### src/rtl/psr_pkg.sv
package psr_pkg;

    // Positions of the status bits within the returned byte
    localparam int POLL_BIT = 7;
    localparam int TOG_BIT  = 6;
    localparam int PLT_BIT  = 5;
    localparam int LOW_W    = PLT_BIT;

    typedef struct packed {
        logic poll;
        logic tog;
        logic plt;
    } status_t;

    typedef enum logic [1:0] {
        SRC_NONE   = 2'd0,
        SRC_ARRAY  = 2'd1,
        SRC_STATUS = 2'd2
    } rd_src_e;

    function automatic logic [7:0] status_byte(status_t s);
        logic [7:0] b;
        b           = '0;
        b[POLL_BIT] = s.poll;
        b[TOG_BIT]  = s.tog;
        b[PLT_BIT]  = s.plt;
        return b;
    endfunction

    function automatic logic [7:0] status_enable();
        logic [7:0] e;
        e           = '0;
        e[POLL_BIT] = 1'b1;
        e[TOG_BIT]  = 1'b1;
        e[PLT_BIT]  = 1'b1;
        return e;
    endfunction

endpackage

### src/rtl/psr_access_decode.sv
module psr_access_decode
    import psr_pkg::*;
(
    input  logic    clk,
    input  logic    rst,
    input  logic    busy,
    input  logic    ce_n,
    input  logic    oe_n,
    input  logic    we_n,
    output logic    rd_active,
    output logic    rd_end,
    output logic    busy_rise,
    output rd_src_e rd_src
);

    logic rd_q;
    logic busy_q;

    assign rd_active = !ce_n && !oe_n && we_n;

    always_ff @(posedge clk) begin
        if (rst) begin
            rd_q   <= 1'b0;
            busy_q <= 1'b0;
        end else begin
            rd_q   <= rd_active;
            busy_q <= busy;
        end
    end

    assign rd_end    = rd_q && !rd_active;
    assign busy_rise = busy && !busy_q;

    always_comb begin
        if (!rd_active)
            rd_src = SRC_NONE;
        else if (busy)
            rd_src = SRC_STATUS;
        else
            rd_src = SRC_ARRAY;
    end

endmodule

### src/rtl/psr_toggle.sv
module psr_toggle (
    input  logic clk,
    input  logic rst,
    input  logic busy,
    input  logic busy_rise,
    input  logic rd_end,
    output logic tog
);

    always_ff @(posedge clk) begin
        if (rst)
            tog <= 1'b0;
        else if (!busy || busy_rise)
            tog <= 1'b0;
        else if (rd_end)
            tog <= ~tog;
    end

    // a new program cycle always restarts the toggle at 0
    a_r9_restart: assert property (@(posedge clk) disable iff (rst)
        busy_rise |=> (tog == 1'b0));

    // a finished read inside a running cycle flips the toggle
    a_r5_flip: assert property (@(posedge clk) disable iff (rst)
        (busy && !busy_rise && rd_end) |=> (tog != $past(tog)));

    // without a finished read the toggle holds
    a_r5_hold: assert property (@(posedge clk) disable iff (rst)
        (busy && !busy_rise && !rd_end && $past(busy)) |=> $stable(tog));

endmodule

### src/rtl/psr_status_mux.sv
module psr_status_mux
    import psr_pkg::*;
#(
    parameter int DATA_W = 8
) (
    input  rd_src_e           rd_src,
    input  status_t           stat,
    input  logic [DATA_W-1:0] array_data,
    output logic [DATA_W-1:0] dq_out,
    output logic [DATA_W-1:0] dq_oe
);

    localparam logic [7:0] STAT_EN = status_enable();

    logic [7:0] stat_b;
    assign stat_b = status_byte(stat);

    for (genvar i = 0; i < DATA_W; i++) begin : g_bit
        if (i < 8) begin : g_stat
            always_comb begin
                unique case (rd_src)
                    SRC_ARRAY: begin
                        dq_out[i] = array_data[i];
                        dq_oe[i]  = 1'b1;
                    end
                    SRC_STATUS: begin
                        dq_out[i] = stat_b[i] & STAT_EN[i];
                        dq_oe[i]  = STAT_EN[i];
                    end
                    default: begin
                        dq_out[i] = 1'b0;
                        dq_oe[i]  = 1'b0;
                    end
                endcase
            end
        end else begin : g_wide
            always_comb begin
                dq_out[i] = (rd_src == SRC_ARRAY) ? array_data[i] : 1'b0;
                dq_oe[i]  = (rd_src == SRC_ARRAY);
            end
        end
    end

endmodule

### src/rtl/psr_status_read.sv
module psr_status_read
    import psr_pkg::*;
#(
    parameter int DATA_W = 8
) (
    input  logic              clk,
    input  logic              rst,
    input  logic              busy,
    input  logic              ce_n,
    input  logic              oe_n,
    input  logic              we_n,
    input  logic              plt_expired,
    input  logic              last_poll_bit,
    input  logic [DATA_W-1:0] array_data,
    output logic [DATA_W-1:0] dq_out,
    output logic [DATA_W-1:0] dq_oe,
    output logic              rb_pull_low
);

    logic    rd_active;
    logic    rd_end;
    logic    busy_rise;
    logic    tog;
    rd_src_e rd_src;
    status_t stat;

    psr_access_decode u_dec (
        .clk       (clk),
        .rst       (rst),
        .busy      (busy),
        .ce_n      (ce_n),
        .oe_n      (oe_n),
        .we_n      (we_n),
        .rd_active (rd_active),
        .rd_end    (rd_end),
        .busy_rise (busy_rise),
        .rd_src    (rd_src)
    );

    psr_toggle u_tog (
        .clk       (clk),
        .rst       (rst),
        .busy      (busy),
        .busy_rise (busy_rise),
        .rd_end    (rd_end),
        .tog       (tog)
    );

    always_comb begin
        stat.poll = ~last_poll_bit;
        stat.tog  = tog;
        stat.plt  = plt_expired;
    end

    psr_status_mux #(.DATA_W(DATA_W)) u_mux (
        .rd_src     (rd_src),
        .stat       (stat),
        .array_data (array_data),
        .dq_out     (dq_out),
        .dq_oe      (dq_oe)
    );

    // Open-drain ready/busy: pull low for the whole program cycle
    assign rb_pull_low = busy;

    // the bus stays undriven outside a read access
    a_r2_quiet: assert property (@(posedge clk) disable iff (rst)
        (ce_n || oe_n || !we_n) |-> (dq_oe == '0));

    // the polling bit carries the inverse of the last written bit 7
    a_r4_poll: assert property (@(posedge clk) disable iff (rst)
        (busy && rd_active) |-> (dq_out[POLL_BIT] != last_poll_bit));

    // the low bits float during a status read
    a_r7_low_float: assert property (@(posedge clk) disable iff (rst)
        (busy && rd_active) |-> (dq_oe[LOW_W-1:0] == '0));

    // bit 5 follows the load-window status during a status read
    a_r6_plt: assert property (@(posedge clk) disable iff (rst)
        (busy && rd_active) |-> (dq_out[PLT_BIT] == plt_expired));

endmodule

### config.mk
export PLATFORM = sky130hd
export DESIGN_NAME = psr_status_read
export DESIGN_NICKNAME = d
export VERILOG_FILES = /design/src/rtl/psr_pkg.sv /design/src/rtl/psr_access_decode.sv /design/src/rtl/psr_toggle.sv /design/src/rtl/psr_status_mux.sv /design/src/rtl/psr_status_read.sv
export SDC_FILE = /design/constraint.sdc
export NUM_CORES = 1
export LEC_CHECK = 0
export ABC_AREA = 1
export BUFFER_PORTS_ARGS = -buffer_cell sky130_fd_sc_hd__buf_2
export CORE_AREA = 2 2 39 41
export DETAILED_ROUTE_END_ITERATION = 16
export DIE_AREA = 0 0 41 43
export SETUP_SLACK_MARGIN = 0.15
export SYNTH_ARGS = -nofsm -noshare
export SYNTH_HDL_FRONTEND = slang
export SYNTH_SLANG_ARGS = --single-unit
### constraint.sdc
create_clock -name clk -period 0.8 [get_ports clk]
set_clock_uncertainty 0.1 [all_clocks]
set_input_delay 0.04 -clock clk [delete_from_list [all_inputs] [get_ports clk]]
set_output_delay 0.04 -clock clk [all_outputs]
set_load 0.005 [all_outputs]
==> flow_metrics.py, run 1 <==
metrics = {
    "layout": {
        "mostFrequentLayoutCells": "buf_2 (30), nand2_1 (9), inv_1 (7)",
        "layout.cells.non_filler": 95,
        "drive_gt1_share_pct": 65.8,
        "fin_nets": 96,
        "mostFrequentLayoutCell": "buf_2",
        "antenna_cells": 0,
        "areaGrowthSynthToFinish_pct": 87.0,
    },
    "floorplanning": {
        "die_width_um": 41,
        "core_area_um2": 1380,
        "rows": 14,
        "die_area_um2": 1760,
        "die_h_um": 43,
        "start_util_pct": 18.8,
        "io-pin-count": 33,
    },
    "power": {
        "p_seq_share_pct": 29.6,
        "p_clk_share_pct": 47.4,
        "p_per_area_nw_per_um2": 1080,
        "p_leak_nw": 0.329,
        "p_int_mw": 0.409,
        "comb_power_share_pct": 23.0,
        "ir_drop_mv": 0.883,
        "swShare_pct": 22.6,
        "p_sw_mw": 0.119,
    },
    "timing": {
        "setup_viol": 6,
        "finalCritPeriodShare_pct": 111,
        "finalHoldViolations": 3,
        "tightest_slew_ns": 0.159,
        "tns_ns": -0.337,
        "fmax_mhz": 1130,
        "report.final.slew_viol_count": 0,
        "period_needed_ns": 0.888,
        "timing.hold.ws_ns": -0.118,
        "worst_slack_ns": -0.0879,
        "slew-limit-headroom_pct": 89.4,
        "rsz0062_at_grt": "true",
    },
    "run": {
        "cap_violations": 0,
    },
    "setup_path": {
        "crit_required_ns": 0.66,
        "endpoint_kind": "primary output",
        "crit_path_start_kind": "flip-flop",
        "crit_path_top_delay_cell": "dfxtp_2",
        "slowest_delay_ns": 0.31,
        "cp_common_cell": "nand2_1",
        "path_delay_family": "flip-flops",
        "timing.critical_path.cells": "nand2_1 > nand2_1 > buf_2",
        "critPathMaxFanout": 2,
        "path_class": "reg -> out",
        "crit_buf_inv": 1,
        "crit_arrival_ns": 0.75,
    },
    "placement": {
        "io_buffers": 32,
        "post-dp-hpwl_um": 609,
        "place_congestion": 0.568,
        "placed_cells": 88,
        "place_ws_ns": -0.114,
    },
    "detailed_routing": {
        "drtPass1Iterations": 2,
        "wl_met2_um": 383,
        "vias": 350,
        "route.detailed.drc": 0,
        "vias_per_cell": 3.68,
        "drt_first_iter_violations": 5,
        "wirelength_met1_um": 248,
        "ant_nets": 0,
        "routedWlPerCell_um": 7.41,
        "top_layer_used": "met3",
        "wl_met3_um": 72,
        "totalWireLength_um": 704,
    },
    "synthesis": {
        "synth_warnings": 0,
        "netlist_area_um2": 260,
        "syn_inst": 45,
        "syn_nets": 61,
        "yosysSeqAreaShare_pct": 23.1,
        "syn_area_per_cell_um2": 5.78,
        "synth.ff_latch_count": 3,
        "ys_types": 12,
    },
    "clock_network": {
        "clock_latency_ns": 0.22,
        "cts_tree": "built",
        "cts_sinks": 3,
        "cts_buffers": 3,
        "clkTransAtPathRegs_ns": 0.03,
        "root_buffer": "clkbuf_4",
        "h-tree-depth": 1,
        "clk_path_buf_depth": 2,
    },
    "global_routing": {
        "grt_use_total_pct": 8.12,
        "grt_antenna_before_repair": 0,
        "grt_pass1_wl_um": 993,
        "first_global_vias": 301,
        "grt_overflow": 0,
        "grt_max_degree": 9,
    },
    "min_path": {
        "hp-class": "in -> reg",
    },
    "outcome": {
        "violations": "hold timing, setup timing",
        "status": "finished with violations",
    },
}
## cell usage after synthesis
master    instances  area, µm²
a21oi_1           1       5.00
buf_4             7       52.6
clkinv_2          1       5.00
dfxtp_1           3       60.1
inv_1             8       30.0
inv_2             1       3.75
nand2_1          12       45.0
nand2_2           1       6.26
nand2_4           1       11.3
nand3_1           1       5.00
nor2_1            8       30.0
nor2_2            1       6.26
## worst register-to-register path, delay by kind of cell, from the launching register on
family,cells,cell delay (ns)
flip-flops,1,0.31
buffers and inverters,2,0.16
AO/OA/AOI/OAI,1,0.12
AND/OR/NAND/NOR,1,0.06
## repair_timing
action	CTS	global route
buffers inserted	2	1
endpoints found under the hold margin	3	3
resized for setup	7	1
endpoints found under the setup margin	17	17
pin swaps	4	3
## layout make-up
| cell class | instances | area, µm² |
|---|---|---|
| Tap cell | 16 | 20.0 |
| Multi-Input combinational cell | 25 | 126 |
| Fill cell | 170 | 897 |
| Sequential cell | 3 | 61.3 |
| Clock buffer | 4 | 26.3 |
| Inverter | 10 | 42.5 |
| Timing Repair Buffer | 37 | 210 |
## stage by stage
step | power, mW | hold slack, ns | cell area, µm² | util (%)
floorplan | 0.212 | 0.0124 | 270 | -
global placement | 0.266 | 0.111 | 413 | 29.8
detailed placement | 0.267 | 0.114 | 413 | 29.8
CTS | 0.540 | -0.124 | 477 | 34.4
global route | 0.572 | -0.113 | 487 | 35.2
finish | 0.528 | -0.118 | 487 | 35.2
## flip-flops by register name (all words and copies together) (netlist names)
| register | cells |
|---|---|
| u_dec.busy_q | 1 |
| u_dec.rd_q | 1 |
| u_tog.tog | 1 |
## power by group through the flow
stage	Clock (mW)	Sequential (mW)	Combinational, mW
2_1_floorplan	0	0.158	0.0538
5_1_grt	0.280	0.156	0.136
4_1_cts	0.262	0.156	0.122
3_3_place_gp	0	0.158	0.108
6_report	0.250	0.156	0.122
3_5_place_dp	0	0.159	0.109
## worst paths after layout
check	slack, ns	endpoint	cells past startpoint	start
max	-0.09	dq_out[6]	3	u_tog.tog$_SDFFE_PP0P_
min	-0.12	u_dec.rd_q$_SDFF_PP0_	2	rst
max reg2reg	-0.02	u_tog.tog$_SDFFE_PP0P_	4	u_tog.tog$_SDFFE_PP0P_
min reg2reg	0.31	u_tog.tog$_SDFFE_PP0P_	2	u_dec.busy_q$_SDFF_PP0_
## cells by family after synthesis
group                  after synthesis  synth area share, %
flip-flops                           3                 23.1
AND/OR/NAND/NOR                     24                 39.9
AO/OA/AOI/OAI                        1                 1.92
buffers and inverters               17                 35.1
## layer usage
metal | global-route usage [%] | vias up
met5 | 0 | -
met4 | 6.00 | 0
met3 | 1.57 | 0
met2 | 13.4 | 17
met1 | 8.33 | 146
li1 | - | 187
Power figures use the tool's default switching activity.
==> inputs of run 2 (changes only) <==
--- a/config.mk
+++ b/config.mk
@@ -10,6 +10,7 @@
 export CORE_AREA = 2 2 39 41
 export DETAILED_ROUTE_END_ITERATION = 16
 export DIE_AREA = 0 0 41 43
+export PLACE_DENSITY = 0.58
 export SETUP_SLACK_MARGIN = 0.15
 export SYNTH_ARGS = -nofsm -noshare
 export SYNTH_HDL_FRONTEND = slang
==> run 2 against run 1 <==
The run still ends with hold timing, setup timing left. Utilization up 6.6 points. Global-route usage grew 0.69 points. Worst hold slack worse by 0.0025 ns. Combinational power grew 26%. Final cell count is 1.1% higher. Via count rose by 3.1%. Critical endpoint unchanged. Highest routed layer unchanged. Routed wire length decreased by 2.8%. Total power rose by 7.9%. Sequential share of layout area is 2.0 points lower.
==> flow_metrics.py, run 2 (synthesized netlist as in run 1, its figures left out) <==
metrics = {
    "setup_path": {
        "endpoint_kind": "primary output",
        "timing.rr.start": "u_tog.tog$_SDFFE_PP0P_",
        "critPathMaxFanout": 2,
        "reg2reg_to": "u_tog.tog$_SDFFE_PP0P_",
        "path_delay_family": "flip-flops",
        "crit_path_start_kind": "flip-flop",
        "crit_buf_inv": 1,
        "crit_arrival_ns": 0.75,
        "timing.critical_path.cells": "nand2_1 > nand2_1 > buf_2",
        "ff2ff_setup_slack_ns": -0.02,
        "path_class": "reg -> out",
        "cp-endpoint": "dq_out[6]",
        "r2r_cells": 4,
        "cp.depth": 3,
        "startpoint": "u_tog.tog$_SDFFE_PP0P_",
        "slowest_delay_ns": 0.32,
        "crit_required_ns": 0.66,
        "cp_common_cell": "nand2_1",
        "crit_path_top_delay_cell": "dfxtp_2",
    },
    "layout": {
        "areaGrowthSynthToFinish_pct": 122,
        "fin_nets": 97,
        "mostFrequentLayoutCells": "buf_2 (22), buf_6 (11), nand2_1 (9)",
        "mostFrequentLayoutCell": "buf_2",
        "multi_input_area_um2": 146,
        "antenna_cells": 0,
        "top_regs": "u_dec.busy_q (1), u_dec.rd_q (1), u_tog.tog (1)",
        "fill_cells": 145,
        "regArea_um2": 61.3,
        "drive_gt1_share_pct": 67.5,
        "layout.cells.non_filler": 96,
    },
    "run": {
        "cap_violations": 0,
    },
    "timing": {
        "tns_ns": -0.381,
        "tightest_slew_ns": 0.230,
        "setup_viol": 12,
        "timing.hold.ws_ns": -0.121,
        "fmax_mhz": 1120,
        "slew-limit-headroom_pct": 84.6,
        "report.final.slew_viol_count": 0,
        "finalCritPeriodShare_pct": 111,
        "rsz0062_at_grt": "true",
        "finalHoldViolations": 3,
        "worst_slack_ns": -0.0917,
        "period_needed_ns": 0.892,
    },
    "global_routing": {
        "use_met2_pct": 15.9,
        "grt_max_degree": 9,
        "top_usage_layer": "met2",
        "grt_use_total_pct": 8.82,
        "first_global_vias": 301,
        "grt_antenna_before_repair": 0,
        "use_met1_pct": 8.95,
        "grtUsageMet3_pct": 3.14,
        "grt_overflow": 0,
        "grt_pass1_wl_um": 1100,
    },
    "detailed_routing": {
        "totalWireLength_um": 684,
        "ant_nets": 0,
        "route.detailed.drc": 0,
        "drt_first_iter_violations": 0,
        "drtPass1Iterations": 1,
        "vias_per_cell": 3.76,
        "routedWlPerCell_um": 7.13,
        "vias": 361,
    },
    "clock_network": {
        "clkTransAtPathRegs_ns": 0.04,
        "clk_path_buf_depth": 2,
        "cts_buffers": 3,
        "h-tree-depth": 1,
        "cts_sinks": 3,
        "root_buffer": "clkbuf_4",
        "cts_tree": "built",
        "clock_latency_ns": 0.23,
    },
    "power": {
        "ir_drop_mv": 1.34,
        "p_per_area_nw_per_um2": 985,
        "p_leak_nw": 0.345,
        "power.total_mw": 0.570,
    },
    "min_path": {
        "hp-class": "in -> reg",
    },
    "floorplanning": {
        "core_area_um2": 1380,
        "die_area_um2": 1760,
        "die_h_um": 43,
        "die_width_um": 41,
        "rows": 14,
        "io-pin-count": 33,
        "start_util_pct": 18.8,
    },
    "placement": {
        "io_buffers": 32,
        "place_congestion": 0.565,
        "post-dp-hpwl_um": 535,
        "placed_cells": 88,
    },
    "outcome": {
        "status": "finished with violations",
        "violations": "hold timing, setup timing",
    },
}
## run 2: worst min path at each step
stage | startpoint | depth (start not counted) | slack [ns] | to
finish | rst | 2 | -0.12 | u_dec.rd_q$_SDFF_PP0_
floorplan | rst | 1 | 0.01 | u_dec.rd_q$_SDFF_PP0_
global route | rst | 2 | -0.12 | u_dec.rd_q$_SDFF_PP0_
global placement | rst | 2 | 0.11 | u_dec.rd_q$_SDFF_PP0_
detailed placement | rst | 2 | 0.11 | u_dec.rd_q$_SDFF_PP0_
CTS | rst | 2 | -0.12 | u_dec.rd_q$_SDFF_PP0_
## run 2: report_power, final
group / leakage [nW] / internal (mW) / switching, mW
clock network: 0.0150 / 0.187 / 0.0733
logic: 0.305 / 0.0889 / 0.0646
registers: 0.0250 / 0.155 / 0.00156
total: 0.345 / 0.430 / 0.139
## run 2: repair_timing
action	in CTS	in global routing
resized for setup	21	1
pin swaps	6	4
buffers inserted	2	2
hold endpoints to repair	3	3
setup endpoints to repair	17	17
## run 2: layout make-up
type / count / area share [%]
Inverter: 10 / 9.09
Multi-Input combinational cell: 25 / 25.3
Clock buffer: 4 / 4.55
Timing Repair Buffer: 38 / 47.0
Sequential cell: 3 / 10.6
Tap cell: 16 / 3.46
## run 2: per-layer routing
metal  part of all wire [%]  vias to the layer above  wire length [µm]
met2                     61                       14               414
met4                      0                        0                 0
met3                    6.6                        0                45
li1                       -                      191                 -
met1                     33                      156               224
met5                      0                        -                 0
## run 2: through the flow
| step | area, µm² | worst slack [ns] | utilization, % |
|---|---|---|---|
| 2_1_floorplan | 270 | 0.109 | - |
| 5_1_grt | 578 | -0.130 | 41.8 |
| 4_1_cts | 559 | -0.0939 | 40.4 |
| 3_5_place_dp | 413 | -0.108 | 29.8 |
| 3_3_place_gp | 413 | -0.0936 | 29.8 |
| 6_report | 578 | -0.0917 | 41.8 |
==> inputs of run 3 (changes only) <==
--- a/config.mk
+++ b/config.mk
@@ -10,8 +10,10 @@
 export CORE_AREA = 2 2 39 41
 export DETAILED_ROUTE_END_ITERATION = 16
 export DIE_AREA = 0 0 41 43
+export GPL_TIMING_DRIVEN = 0
 export PLACE_DENSITY = 0.58
 export SETUP_SLACK_MARGIN = 0.15
+export SKIP_CTS_REPAIR_TIMING = 1
 export SYNTH_ARGS = -nofsm -noshare
 export SYNTH_HDL_FRONTEND = slang
 export SYNTH_SLANG_ARGS = --single-unit
==> run 3 against run 2 <==
The flow still finishes with violations (hold timing, setup timing). Combinational power decreased by 6%. Sequential power about the same. Utilization fell by 1.4 points. Cell area is 3.5% lower. Sequential share of layout area grew 0.38 points. Non-clock buffer count increased by 4. Via count is 1.4% higher. Routed wire length is 2.3% lower. Clock power about the same.
==> flow_metrics.py, run 3 (synthesized netlist as in run 1, its figures left out) <==
metrics = {
    "clock_network": {
        "clock_latency_ns": 0.23,
        "h-tree-depth": 1,
        "clk_path_buf_depth": 2,
        "cts_tree": "built",
        "root_buffer": "clkbuf_4",
        "cts_buffers": 3,
        "cts_sinks": 3,
        "clkTransAtPathRegs_ns": 0.04,
    },
    "timing": {
        "rsz0062_at_grt": "true",
        "fmax_mhz": 1130,
        "setup_viol": 11,
        "worst_slack_ns": -0.0874,
        "finalHoldViolations": 3,
        "slew-limit-headroom_pct": 88.8,
        "tns_ns": -0.533,
        "finalCritPeriodShare_pct": 111,
        "report.final.slew_viol_count": 0,
        "tightest_slew_ns": 0.167,
        "timing.hold.ws_ns": -0.122,
        "period_needed_ns": 0.887,
    },
    "placement": {
        "placed_cells": 93,
        "place_congestion": 0.569,
        "post-dp-hpwl_um": 568,
        "place_ws_ns": -0.149,
        "io_buffers": 32,
    },
    "setup_path": {
        "timing.critical_path.cells": "nand2_1 > nand2_1 > buf_2",
        "r2r_cells": 4,
        "timing.rr.start": "u_tog.tog$_SDFFE_PP0P_",
        "ff2ff_setup_slack_ns": -0.01,
        "crit_arrival_ns": 0.75,
        "critPathMaxFanout": 2,
        "path_delay_family": "flip-flops",
        "crit_path_top_delay_cell": "dfxtp_2",
        "cp_common_cell": "nand2_1",
        "crit_buf_inv": 1,
        "slowest_delay_ns": 0.31,
        "crit_path_start_kind": "flip-flop",
        "crit_required_ns": 0.66,
        "path_class": "reg -> out",
        "reg2reg_to": "u_tog.tog$_SDFFE_PP0P_",
        "endpoint_kind": "primary output",
    },
    "detailed_routing": {
        "route.detailed.drc": 0,
        "routedWlPerCell_um": 6.68,
        "vias_per_cell": 3.66,
        "ant_nets": 0,
        "totalWireLength_um": 668,
        "drtPass1Iterations": 4,
        "vias": 366,
        "drt_first_iter_violations": 7,
    },
    "min_path": {
        "min_from": "rst",
        "holdPathEnd": "u_dec.rd_q$_SDFF_PP0_",
        "worstHoldPathCells": 2,
        "hp-class": "in -> reg",
    },
    "floorplanning": {
        "core_area_um2": 1380,
        "start_util_pct": 18.8,
        "die_area_um2": 1760,
        "io-pin-count": 33,
        "die_width_um": 41,
        "die_h_um": 43,
        "rows": 14,
    },
    "global_routing": {
        "grt_antenna_before_repair": 0,
        "grt_overflow": 0,
        "first_global_vias": 315,
        "grt_use_total_pct": 9.03,
        "grt_pass1_wl_um": 1110,
        "grtUsageMet3_pct": 3.14,
        "grt_max_degree": 9,
        "use_met1_pct": 9.94,
        "top_usage_layer": "met2",
        "use_met2_pct": 14.7,
    },
    "layout": {
        "fill_cells": 146,
        "regArea_um2": 61.3,
        "areaGrowthSynthToFinish_pct": 114,
        "drive_gt1_share_pct": 65.5,
        "fin_nets": 101,
        "multi_input_area_um2": 126,
        "top_regs": "u_dec.busy_q (1), u_dec.rd_q (1), u_tog.tog (1)",
        "layout.cells.non_filler": 100,
        "mostFrequentLayoutCell": "buf_2",
        "mostFrequentLayoutCells": "buf_2 (25), nand2_1 (10), buf_4 (10)",
        "antenna_cells": 0,
    },
    "power": {
        "p_int_mw": 0.427,
        "swShare_pct": 23.8,
        "p_clk_share_pct": 46.5,
        "p_sw_mw": 0.134,
        "ir_drop_mv": 0.578,
        "power.total_mw": 0.561,
        "p_leak_nw": 0.366,
        "p_per_area_nw_per_um2": 1010,
        "p_seq_share_pct": 27.8,
        "comb_power_share_pct": 25.7,
    },
    "outcome": {
        "violations": "hold timing, setup timing",
        "status": "finished with violations",
    },
    "run": {
        "cap_violations": 0,
    },
}
## run 3: cell type report
class                      count  area share (%)
multi-input combinational     25            22.6
clock buffer                   4            4.71
timing repair buffer          35            40.6
buffer                         7            9.42
tap                           16            3.59
sequential                     3            11.0
inverter                      10            8.07
## run 3: per-stage QoR
stage / instance area [µm²] / utilization [%]
final: 558 / 40.3
after detailed placement: 450 / 32.5
after CTS: 477 / 34.4
after global placement: 450 / 32.5
after floorplan: 270 / -
after global routing: 558 / 40.3
## run 3: metal layers
| metal | vias up | routed length (µm) |
|---|---|---|
| li1 | 198 | - |
| met1 | 156 | 256 |
| met2 | 12 | 373 |
| met3 | 0 | 38 |
| met4 | 0 | 0 |
| met5 | - | 0 |
## run 3: worst max-delay path by stage
stage | start | endpoint | slack, ns | cells after the start
2_1_floorplan | oe_n | dq_out[5] | 0.11 | 7
3_3_place_gp | oe_n | dq_out[5] | -0.14 | 9
3_5_place_dp | oe_n | dq_out[5] | -0.15 | 9
4_1_cts | oe_n | dq_out[5] | -0.15 | 9
5_1_grt | ce_n | dq_out[5] | -0.12 | 9
6_report | u_tog.tog$_SDFFE_PP0P_ | dq_out[6] | -0.09 | 3
## run 3: power groups by stage
stage / clock network [mW] / logic [mW] / registers (mW)
3_5_place_dp: 0 / 0.118 / 0.158
6_report: 0.261 / 0.144 / 0.156
3_3_place_gp: 0 / 0.116 / 0.158
5_1_grt: 0.290 / 0.161 / 0.156
2_1_floorplan: 0 / 0.0538 / 0.158
4_1_cts: 0.272 / 0.119 / 0.156
## run 3: worst reg2reg max path: stages, from the launching register on
cell and delay (ns):
dfxtp_2 0.31, buf_4 0.13, inv_2 0.03, nand3_1 0.06, a21oi_1 0.11
